## config.mk

```make
export PLATFORM = sky130hd
export DESIGN_NAME = shape_overlay
export DESIGN_NICKNAME = d
export VERILOG_FILES = /design/src/rtl/ovl_pkg.sv /design/src/rtl/ovl_param_bank.sv /design/src/rtl/ovl_circle_eval.sv /design/src/rtl/ovl_line_eval.sv /design/src/rtl/ovl_rect_eval.sv /design/src/rtl/shape_overlay.sv
export SDC_FILE = /design/constraint.sdc
export NUM_CORES = 2
export LEC_CHECK = 0
export ABC_AREA = 1
export BUFFER_PORTS_ARGS = -buffer_cell sky130_fd_sc_hd__buf_2
export CORE_MARGIN = 1
export CORE_UTILIZATION = 38
export DETAILED_ROUTE_END_ITERATION = 8
export GPL_ROUTABILITY_DRIVEN = 0
export PLACE_DENSITY = 0.59
export SKIP_CTS_REPAIR_TIMING = 1
export SYNTH_ARGS = -nofsm -noshare
export SYNTH_HDL_FRONTEND = slang
export SYNTH_SLANG_ARGS = --single-unit
```

## constraint.sdc

```tcl
create_clock -name clk -period 9.1 [get_ports clk]
set_clock_uncertainty 0.2 [all_clocks]
set_input_delay 1.365 -clock clk [delete_from_list [all_inputs] [get_ports clk]]
set_output_delay 1.365 -clock clk [all_outputs]
set_load 0.01 [all_outputs]
```

## src/rtl/ovl_pkg.sv

```systemverilog
package ovl_pkg;
    parameter int CW     = 12;          // coordinate width
    parameter int KW     = 8;           // line coefficient width
    parameter int CTW    = 4;           // circle tolerance width
    parameter int LTW    = 8;           // line tolerance width
    parameter int NSHAPE = 3;
    localparam int DW    = CW + 1;      // signed coordinate difference
    localparam int LCW   = KW + CW + 2; // line constant width
    localparam int AW    = 2 * CW + 4;  // accumulation width, holds 2*(2^CW)^2

    typedef enum logic [1:0] {
        SH_NONE = 2'd0,
        SH_CIRC = 2'd1,
        SH_LINE = 2'd2,
        SH_RECT = 2'd3
    } shape_e;

    typedef struct packed {
        logic [CW-1:0]  cx;
        logic [CW-1:0]  cy;
        logic [CW-1:0]  r;
        logic [CTW-1:0] tol;
    } circ_prm_t;

    typedef struct packed {
        logic [KW-1:0]  kx;
        logic [KW-1:0]  ky;
        logic [LCW-1:0] c;
        logic [LTW-1:0] tol;
        logic [CW-1:0]  xlo;
        logic [CW-1:0]  xhi;
    } line_prm_t;

    typedef struct packed {
        logic [CW-1:0] xl;
        logic [CW-1:0] xr;
        logic [CW-1:0] yt;
        logic [CW-1:0] yb;
    } rect_prm_t;

    typedef struct packed {
        logic [NSHAPE-1:0] en;
        circ_prm_t         circ;
        line_prm_t         line;
        rect_prm_t         rect;
    } shape_set_t;

    function automatic logic signed [AW-1:0] sabs(input logic signed [AW-1:0] v);
        return (v < 0) ? -v : v;
    endfunction

    function automatic logic signed [AW-1:0] uext(input logic [CW-1:0] v);
        return $signed({{(AW-CW){1'b0}}, v});
    endfunction
endpackage

```

## src/rtl/ovl_param_bank.sv

```systemverilog
module ovl_param_bank
    import ovl_pkg::*;
(
    input  logic       clk,
    input  logic       rst,
    input  logic       load,
    input  shape_set_t nxt,
    output shape_set_t act
);
    always_ff @(posedge clk) begin
        if (rst)       act <= '0;
        else if (load) act <= nxt;
    end
endmodule

```

## src/rtl/ovl_circle_eval.sv

```systemverilog
module ovl_circle_eval
    import ovl_pkg::*;
(
    input  logic          clk,
    input  logic          rst,
    input  logic          en,
    input  circ_prm_t     prm,
    input  logic [CW-1:0] x,
    input  logic [CW-1:0] y,
    output logic          hit
);
    // stage A: offsets from the centre
    logic signed [DW-1:0] dx_a, dy_a;
    logic [CW-1:0]        r_a;
    logic [CTW-1:0]       tol_a;
    logic                 en_a;
    // stage B: squared distance, squared radius, bound
    logic signed [AW-1:0] d2_b, r2_b, bnd_b;
    logic                 en_b;

    logic signed [AW-1:0] dxw, dyw, rw, tw;

    always_ff @(posedge clk) begin
        if (rst) begin
            en_a <= 1'b0;
            en_b <= 1'b0;
        end else begin
            en_a <= en;
            en_b <= en_a;
        end
        dx_a  <= $signed({1'b0, x}) - $signed({1'b0, prm.cx});
        dy_a  <= $signed({1'b0, y}) - $signed({1'b0, prm.cy});
        r_a   <= prm.r;
        tol_a <= prm.tol;
        d2_b  <= dxw * dxw + dyw * dyw;
        r2_b  <= rw * rw;
        bnd_b <= rw * tw;
    end

    always_comb begin
        dxw = AW'(dx_a);
        dyw = AW'(dy_a);
        rw  = uext(r_a);
        tw  = $signed({{(AW-CTW){1'b0}}, tol_a});
    end

    assign hit = en_b && (sabs(d2_b - r2_b) <= bnd_b);
endmodule

```

## src/rtl/ovl_line_eval.sv

```systemverilog
module ovl_line_eval
    import ovl_pkg::*;
(
    input  logic          clk,
    input  logic          rst,
    input  logic          en,
    input  line_prm_t     prm,
    input  logic [CW-1:0] x,
    input  logic [CW-1:0] y,
    output logic          hit
);
    // stage A: the two products, the constant, the segment window
    logic signed [AW-1:0] px_a, py_a, c_a, tol_a;
    logic                 rng_a, en_a;
    // stage B: tolerance decision
    logic                 hit_b;

    logic signed [AW-1:0] kxw, kyw, resid;

    always_comb begin
        kxw   = AW'($signed(prm.kx));
        kyw   = AW'($signed(prm.ky));
        resid = px_a + py_a - c_a;
    end

    always_ff @(posedge clk) begin
        if (rst) begin
            en_a  <= 1'b0;
            hit_b <= 1'b0;
        end else begin
            en_a  <= en;
            hit_b <= en_a && rng_a && (sabs(resid) <= tol_a);
        end
        px_a  <= kxw * uext(x);
        py_a  <= kyw * uext(y);
        c_a   <= AW'($signed(prm.c));
        tol_a <= $signed({{(AW-LTW){1'b0}}, prm.tol});
        rng_a <= (x > prm.xlo) && (x < prm.xhi);
    end

    assign hit = hit_b;
endmodule

```

## src/rtl/ovl_rect_eval.sv

```systemverilog
module ovl_rect_eval
    import ovl_pkg::*;
(
    input  logic          clk,
    input  logic          rst,
    input  logic          en,
    input  rect_prm_t     prm,
    input  logic [CW-1:0] x,
    input  logic [CW-1:0] y,
    output logic          hit
);
    logic on_col, on_row, hit_a, hit_b;

    always_comb begin
        on_col = ((x == prm.xl) || (x == prm.xr)) && (y >= prm.yt) && (y <= prm.yb);
        on_row = ((y == prm.yt) || (y == prm.yb)) && (x >= prm.xl) && (x <= prm.xr);
    end

    // comparisons resolve in stage A; stage B only aligns with the other shapes
    always_ff @(posedge clk) begin
        if (rst) begin
            hit_a <= 1'b0;
            hit_b <= 1'b0;
        end else begin
            hit_a <= en && (on_col || on_row);
            hit_b <= hit_a;
        end
    end

    assign hit = hit_b;
endmodule

```

## src/rtl/shape_overlay.sv

```systemverilog
module shape_overlay
    import ovl_pkg::*;
(
    input  logic                clk,
    input  logic                rst,
    input  logic                frame_start,
    input  logic                pix_valid,
    input  logic [11:0]         pix_x,
    input  logic [11:0]         pix_y,
    input  logic [2:0]          shape_en,
    input  logic [11:0]         circ_cx,
    input  logic [11:0]         circ_cy,
    input  logic [11:0]         circ_r,
    input  logic [3:0]          circ_tol,
    input  logic signed [7:0]   line_kx,
    input  logic signed [7:0]   line_ky,
    input  logic signed [21:0]  line_c,
    input  logic [7:0]          line_tol,
    input  logic [11:0]         line_xlo,
    input  logic [11:0]         line_xhi,
    input  logic [11:0]         rect_xl,
    input  logic [11:0]         rect_xr,
    input  logic [11:0]         rect_yt,
    input  logic [11:0]         rect_yb,
    output logic                draw_valid,
    output logic                draw,
    output logic [1:0]          draw_sel
);
    shape_set_t nxt_set, act_set;
    logic       v_a, v_b;
    logic       circ_hit_b, line_hit_b, rect_hit_b;
    shape_e     win;

    always_comb begin
        nxt_set          = '0;
        nxt_set.en       = shape_en;
        nxt_set.circ.cx  = circ_cx;
        nxt_set.circ.cy  = circ_cy;
        nxt_set.circ.r   = circ_r;
        nxt_set.circ.tol = circ_tol;
        nxt_set.line.kx  = line_kx;
        nxt_set.line.ky  = line_ky;
        nxt_set.line.c   = line_c;
        nxt_set.line.tol = line_tol;
        nxt_set.line.xlo = line_xlo;
        nxt_set.line.xhi = line_xhi;
        nxt_set.rect.xl  = rect_xl;
        nxt_set.rect.xr  = rect_xr;
        nxt_set.rect.yt  = rect_yt;
        nxt_set.rect.yb  = rect_yb;
    end

    ovl_param_bank u_bank (
        .clk (clk), .rst (rst), .load (frame_start), .nxt (nxt_set), .act (act_set)
    );

    ovl_circle_eval u_circ (
        .clk (clk), .rst (rst), .en (act_set.en[0]), .prm (act_set.circ),
        .x (pix_x), .y (pix_y), .hit (circ_hit_b)
    );

    ovl_line_eval u_line (
        .clk (clk), .rst (rst), .en (act_set.en[1]), .prm (act_set.line),
        .x (pix_x), .y (pix_y), .hit (line_hit_b)
    );

    ovl_rect_eval u_rect (
        .clk (clk), .rst (rst), .en (act_set.en[2]), .prm (act_set.rect),
        .x (pix_x), .y (pix_y), .hit (rect_hit_b)
    );

    always_comb begin
        if (!v_b)            win = SH_NONE;
        else if (rect_hit_b) win = SH_RECT;
        else if (line_hit_b) win = SH_LINE;
        else if (circ_hit_b) win = SH_CIRC;
        else                 win = SH_NONE;
    end

    always_ff @(posedge clk) begin
        if (rst) begin
            v_a        <= 1'b0;
            v_b        <= 1'b0;
            draw_valid <= 1'b0;
            draw       <= 1'b0;
            draw_sel   <= SH_NONE;
        end else begin
            v_a        <= pix_valid;
            v_b        <= v_a;
            draw_valid <= v_b;
            draw       <= (win != SH_NONE);
            draw_sel   <= win;
        end
    end
endmodule

```

# Word-level counts from Yosys, hierarchy flattened
# Index checks and enable logic that the tools add are counted.
# totals
register_bits,386
inputBits,189
out_inout_bits,4
elab_cells,85
# op_classes
n_addsub,8
multipliers,6
n_lt_le_gt_ge,10
eq_ne,4
muxes,6
n_reduce_logical,13
# ops
cell,n
adder 28 bit,2
"< comparator 28 x 1 -> 1 bit, second input constant",2
two-way mux 28 bit,2
negation 28 bit,2
multiplier 13 x 13 -> 26 bit,2
== test 12 bit,4
multiplier 8 x 13 -> 21 bit,2
<= comparator 28 bit,1
<= comparator 28 x 9 -> 1 bit,1
subtractor 28 x 22 -> 28 bit,1
subtractor 28 bit,1
subtractor 12 x 12 -> 13 bit,2
greater-or-equal comparator 12 bit,2
<= comparator 12 bit,2
multiplier 12 x 12 -> 24 bit,1
multiplier 12 x 4 -> 16 bit,1
greater-than comparator 12 bit,1
< comparator 12 bit,1
logical AND 1 bit,9
two-way mux 2 bit,3
logical OR 1 bit,3
nonzero test 2 bit,1
two-way mux 1 bit,1

# Depth between registers and ports, before layout
# depth
depth_word,10
ltp_mapped,36
mapped_depth_nobuf,35

# Hierarchy
# From an unflattened synthesis, not the netlist that was laid out.
# unflattened
hier_cells,5840
area_unflattened_um2,43889.6
# by_module_without_submodules
module,instances,cells_each,area_each_um2,seq_area_each_um2
ovl_circle_eval,1,2895,23521.3,2202.1
ovl_line_eval,1,1672,12026.5,1501.4
ovl_param_bank,1,1020,6708.9,3223.1
ovl_rect_eval,1,231,1450.1,40.0
shape_overlay,1,22,182.7,120.1

# Least setup slack after synthesis
# No wires, ideal clock.
# synth_timing
kind,flip-flop to flip-flop
startpoint,reg u_circ.dy_a[3]
endpoint,reg u_circ.d2_b[25]
arrival_time_ns,6.575
required_time_ns,8.828
path_slack_ns,2.253
path_stages_with_launch,29
path_buffers,1
period_less_slack_ns,6.847
cell_sequence,dfxtp_1 > clkbuf_1 > nand2_1 > fa_1 > fa_1 > inv_1 > fa_1 > fa_1 > fa_1 > ha_1 > ha_1 > a21oi_1 > o21ai_0 > a21oi_1 > o21ai_0 > a21o_1 > a21oi_1 > o21ai_0 > a21boi_0 > xor2_1 > inv_1 > ha_1 > nand2_1 > o21ai_0 > a21oi_1 > o21ai_0 > nand3_1 > nand2_1 > xor2_1
# synth_via
elab_chain_len,2
# synth_rtl
item,line,text
start: declaration,ovl_circle_eval.sv:13,"logic signed [DW-1:0] dx_a, dy_a;"
start signal: assignment,ovl_circle_eval.sv:32,"dy_a <= $signed({1'b0, y}) - $signed({1'b0, prm.cy});"
multiplier 13 x 13 -> 26 bit,ovl_circle_eval.sv:35,d2_b <= dxw * dxw + dyw * dyw;
adder 28 bit,ovl_circle_eval.sv:35,
end signal: assignment,ovl_circle_eval.sv:35,
end: declaration,ovl_circle_eval.sv:18,"logic signed [AW-1:0] d2_b, r2_b, bnd_b;"
# Every way passes these cells.
# A chain may end at the register's enable or synchronous reset.

# Worst setup path after layout
# Same ends and word-level chain as after synthesis.

==> flow_metrics.tcl <==
set metrics [dict create \
    setup_failing_eps_final 0 \
    grt_usage_pct 18.6 \
    routedLengthMet1_mm 46.1 \
    routed-wl-met3_mm 3.61 \
    drt_pre_antenna_iters 6 \
    layout_common_cells "inv_1 (1372), nand2_1 (992), fa_1 (529)" \
    fmax_mhz 134 \
    die_x_um 334 \
    share_of_the_synthesized_area_in_compound_gates_ao_oa_aoi_oai_pct 8.31 \
    final_max_slew_viol_count 0 \
    flow.area_growth_from_synthesis_pct 9.12 \
    dominantRegCellSynth "dfxtp_1" \
    globalRoute.totalOverflow 0 \
    yosys.area.top_type_share_pct 25.3 \
    met2RoutedLength_mm 48.9 \
    floorplan.core_area_sq_mm 0.109 \
    adder_cell_fraction_of_synth_area_pct 40.8 \
    clock_tree.buffer_depth 3 \
    synth_top_cells_by_area "fa_1 (25%), dfxtp_1 (17%), ha_1 (16%), inv_1 (12%), nand2_1 (8.9%)" \
    proportion_of_layout_cells_with_a_drive_suffix_above_1_pct 6.38 \
    timing.setup.tns_ns 0 \
    max_slew.worst_pin.slew_ns 0.907 \
    r2r_end "u_circ.d2_b[25]$_DFF_P_" \
    netlist_area_sq_mm 0.0419 \
    cp-end-kind "register" \
    post_synth_and_or_nand_nor_area_fraction_pct 15.4 \
    synth_top_family_by_area "adder cells" \
    synth.avg_cell_area_sq_um 7.78 \
    floorplan.die.height_um 334 \
    flop_to_flop_setup_slack_ns 1.63 \
    clock_tree_from_tritoncts "yes" \
    vias_per_cell 4.70 \
    worst_hold_path_type "reg -> reg" \
    critical_path.n_buffers_inverters 2 \
    detailedRoute.firstIterationViolations 1707 \
    cp_slowest_stage_delay_ns 0.69 \
    vias_in_the_first_global_route 33000 \
    antenna_fix_cells 0 \
    criticalPathCategory "reg -> reg" \
    cts-buffers-inserted 45 \
    fin_crit_sh_pct 82.1 \
    post-route-min-period_ns 7.47 \
    mostFrequentLayoutCell "inv_1" \
    yosys_warnings 0 \
    asyncSetResetFlopFracSynth_pct 0 \
    number_of_maximum_capacitance_violations 0 \
    detailed_place_hpwl_mm 83.8 \
    grt_antenna_before_repair 7 \
    synth-xor-area-share_pct 4.74 \
    synth.yosys.seq_area_share_pct 17.0 \
    reg2reg_launch_point "u_circ.dy_a[3]$_DFF_P_" \
    post-synth-top-area-cell "fa_1" \
    timing.hold.worst_endpoint "u_line.c_a[13]$_DFF_P_" \
    postSynthNetCount 6620 \
    crit_family "adder cells" \
    initial_util_pct 38.4 \
    die_area_sq_mm 0.112 \
    clk-insertion-delay-late_ns 0.62 \
    global_route_wire_length_before_repair_mm 168 \
    placement_rows 121 \
    worst-endpoint-arrival_ns 7.80 \
    finalWirelength_mm 101 \
    antenna_violating_nets_post_route 0 \
    pin_count 193 \
    yosys_register_bits 355 \
    reg2regPathDepth 27 \
    design.final.nets 6718 \
    min_delay_path_depth 0 \
    root_buffer "clkbuf_16" \
    grt_start_max_net_pins 187 \
    cp_slowest_cell "dfxtp_1" \
    result_of_the_run "complete, no violations" \
    h-tree-depth 2 \
    yosys.cell_types.count 54 \
    fillerInstances 11200 \
    clk_pin_slew_ns 0.06 \
    drt-wirelength-per-cell_um 14.6 \
    crit_fanout 15 \
    timing_hold_violations_final 0 \
    startpoint_type "register" \
    top_layer_used "met5" \
    synth_cells 5383 \
    synth-edff-count 0 \
    maxSlewHeadroom_pct 39.6 \
    rsz0062_at_grt "no" \
    vias 32600 \
    worst-endpoint-required_ns 9.43 \
    synth_mux_area_share_pct 0 \
    worstHoldStart "u_bank.act[93]$_SDFFE_PP0P_" \
    drc_errors 0 \
    numClockSinks 355 \
    io_buffers 192 \
]
-- worst register-to-register path: stages (launching register included) --
cell	delay [ns]
dfxtp_1	0.69
nand2_1	0.23
fa_1	0.54
fa_1	0.51
inv_1	0.05
fa_1	0.49
fa_1	0.56
fa_1	0.41
ha_1	0.29
ha_1	0.33
a21oi_1	0.17
o21ai_0	0.10
a21oi_1	0.19
o21ai_0	0.16
a21o_1	0.20
a21oi_1	0.21
o21ai_0	0.15
a21boi_0	0.29
xor2_1	0.19
inv_1	0.06
ha_1	0.35
nand2_1	0.09
o21ai_0	0.16
a21oi_1	0.09
o21ai_0	0.29
nand3_1	0.14
nand2_1	0.10
xor2_1	0.14
-- cell usage after synthesis, types with 50 or more instances --
library cell,instances
xor2_1,146
nand3_1,139
clkbuf_1,144
nor2_1,301
inv_1,1373
xnor2_1,72
fa_1,529
a21oi_1,314
nand2_1,992
ha_1,519
dfxtp_1,355
o21ai_0,250
nand4_1,50
-- cell type report --
| cell class | instances | area (sq um) | area share, % |
|---|---|---|---|
| multi-input combinational | 3497 | 29000 | 63.5 |
| clock buffer | 54 | 1200 | 2.63 |
| inverter | 1379 | 5190 | 11.3 |
| sequential | 355 | 7110 | 15.5 |
| clock inverter | 29 | 372 | 0.813 |
| timing repair buffer | 203 | 1060 | 2.31 |
| tap | 1414 | 1770 | 3.87 |
-- per-stage QoR --
stage / worst slack (ns) / area, sq um / cells / hold slack, ns / util, %
6_report: 1.63 / 45700 / 6931 / 0.145 / 41.9
5_1_grt: 1.00 / 45700 / 6931 / 0.151 / 41.9
4_1_cts: 1.63 / 45700 / 6931 / 0.149 / 41.9
3_5_place_dp: 1.62 / 44100 / 6848 / 0.131 / 40.5
3_3_place_gp: 1.75 / 44100 / 6848 / 0.129 / 40.5
2_1_floorplan: 2.25 / 41900 / 5383 / 0.126 / -
-- routing by layer --
layer	global-route usage, %	up-vias
met5	0	-
met4	4.70	12
met3	2.07	128
met2	32.7	590
met1	24.2	15400
li1	-	16500
-- logic make-up (layout without fill, tap and decap cells) --
logic type,count (synthesis),after routing
AO/OA/AOI/OAI,653,653
XOR/XNOR,222,222
adder cells (fa/ha/maj),1048,1048
buffers and inverters,1531,1665
flip-flops,355,355
AND/OR/NAND/NOR,1574,1574
-- sequential cells by signal (all words and copies together) (netlist names), 2 cells and up --
name          flops
u_line.px_a      21
u_line.c_a       22
u_circ.dy_a      13
u_circ.bnd_b     16
draw_sel          2
u_circ.r2_b      23
u_line.py_a      21
u_circ.dx_a      13
u_circ.d2_b      28
u_circ.r_a       12
u_circ.tol_a      4
u_bank.act      161
u_line.tol_a      8
-- worst max-delay path by stage --
| stage | start | to | slack [ns] | depth (start not counted) |
|---|---|---|---|---|
| 2_1_floorplan | u_circ.dy_a[3]$_DFF_P_ | u_circ.d2_b[25]$_DFF_P_ | 2.25 | 28 |
| 3_3_place_gp | u_circ.dx_a[6]$_DFF_P_ | u_circ.d2_b[26]$_DFF_P_ | 1.75 | 30 |
| 3_5_place_dp | u_circ.dy_a[3]$_DFF_P_ | u_circ.d2_b[25]$_DFF_P_ | 1.62 | 27 |
| 4_1_cts | u_circ.dy_a[3]$_DFF_P_ | u_circ.d2_b[25]$_DFF_P_ | 1.63 | 27 |
| 5_1_grt | u_circ.dy_a[3]$_DFF_P_ | u_circ.d2_b[25]$_DFF_P_ | 1.00 | 27 |
| 6_report | u_circ.dy_a[3]$_DFF_P_ | u_circ.d2_b[25]$_DFF_P_ | 1.63 | 27 |
Power is not shown: default switching activity piles up to over one toggle a cycle in this logic, so the estimate is an artifact.
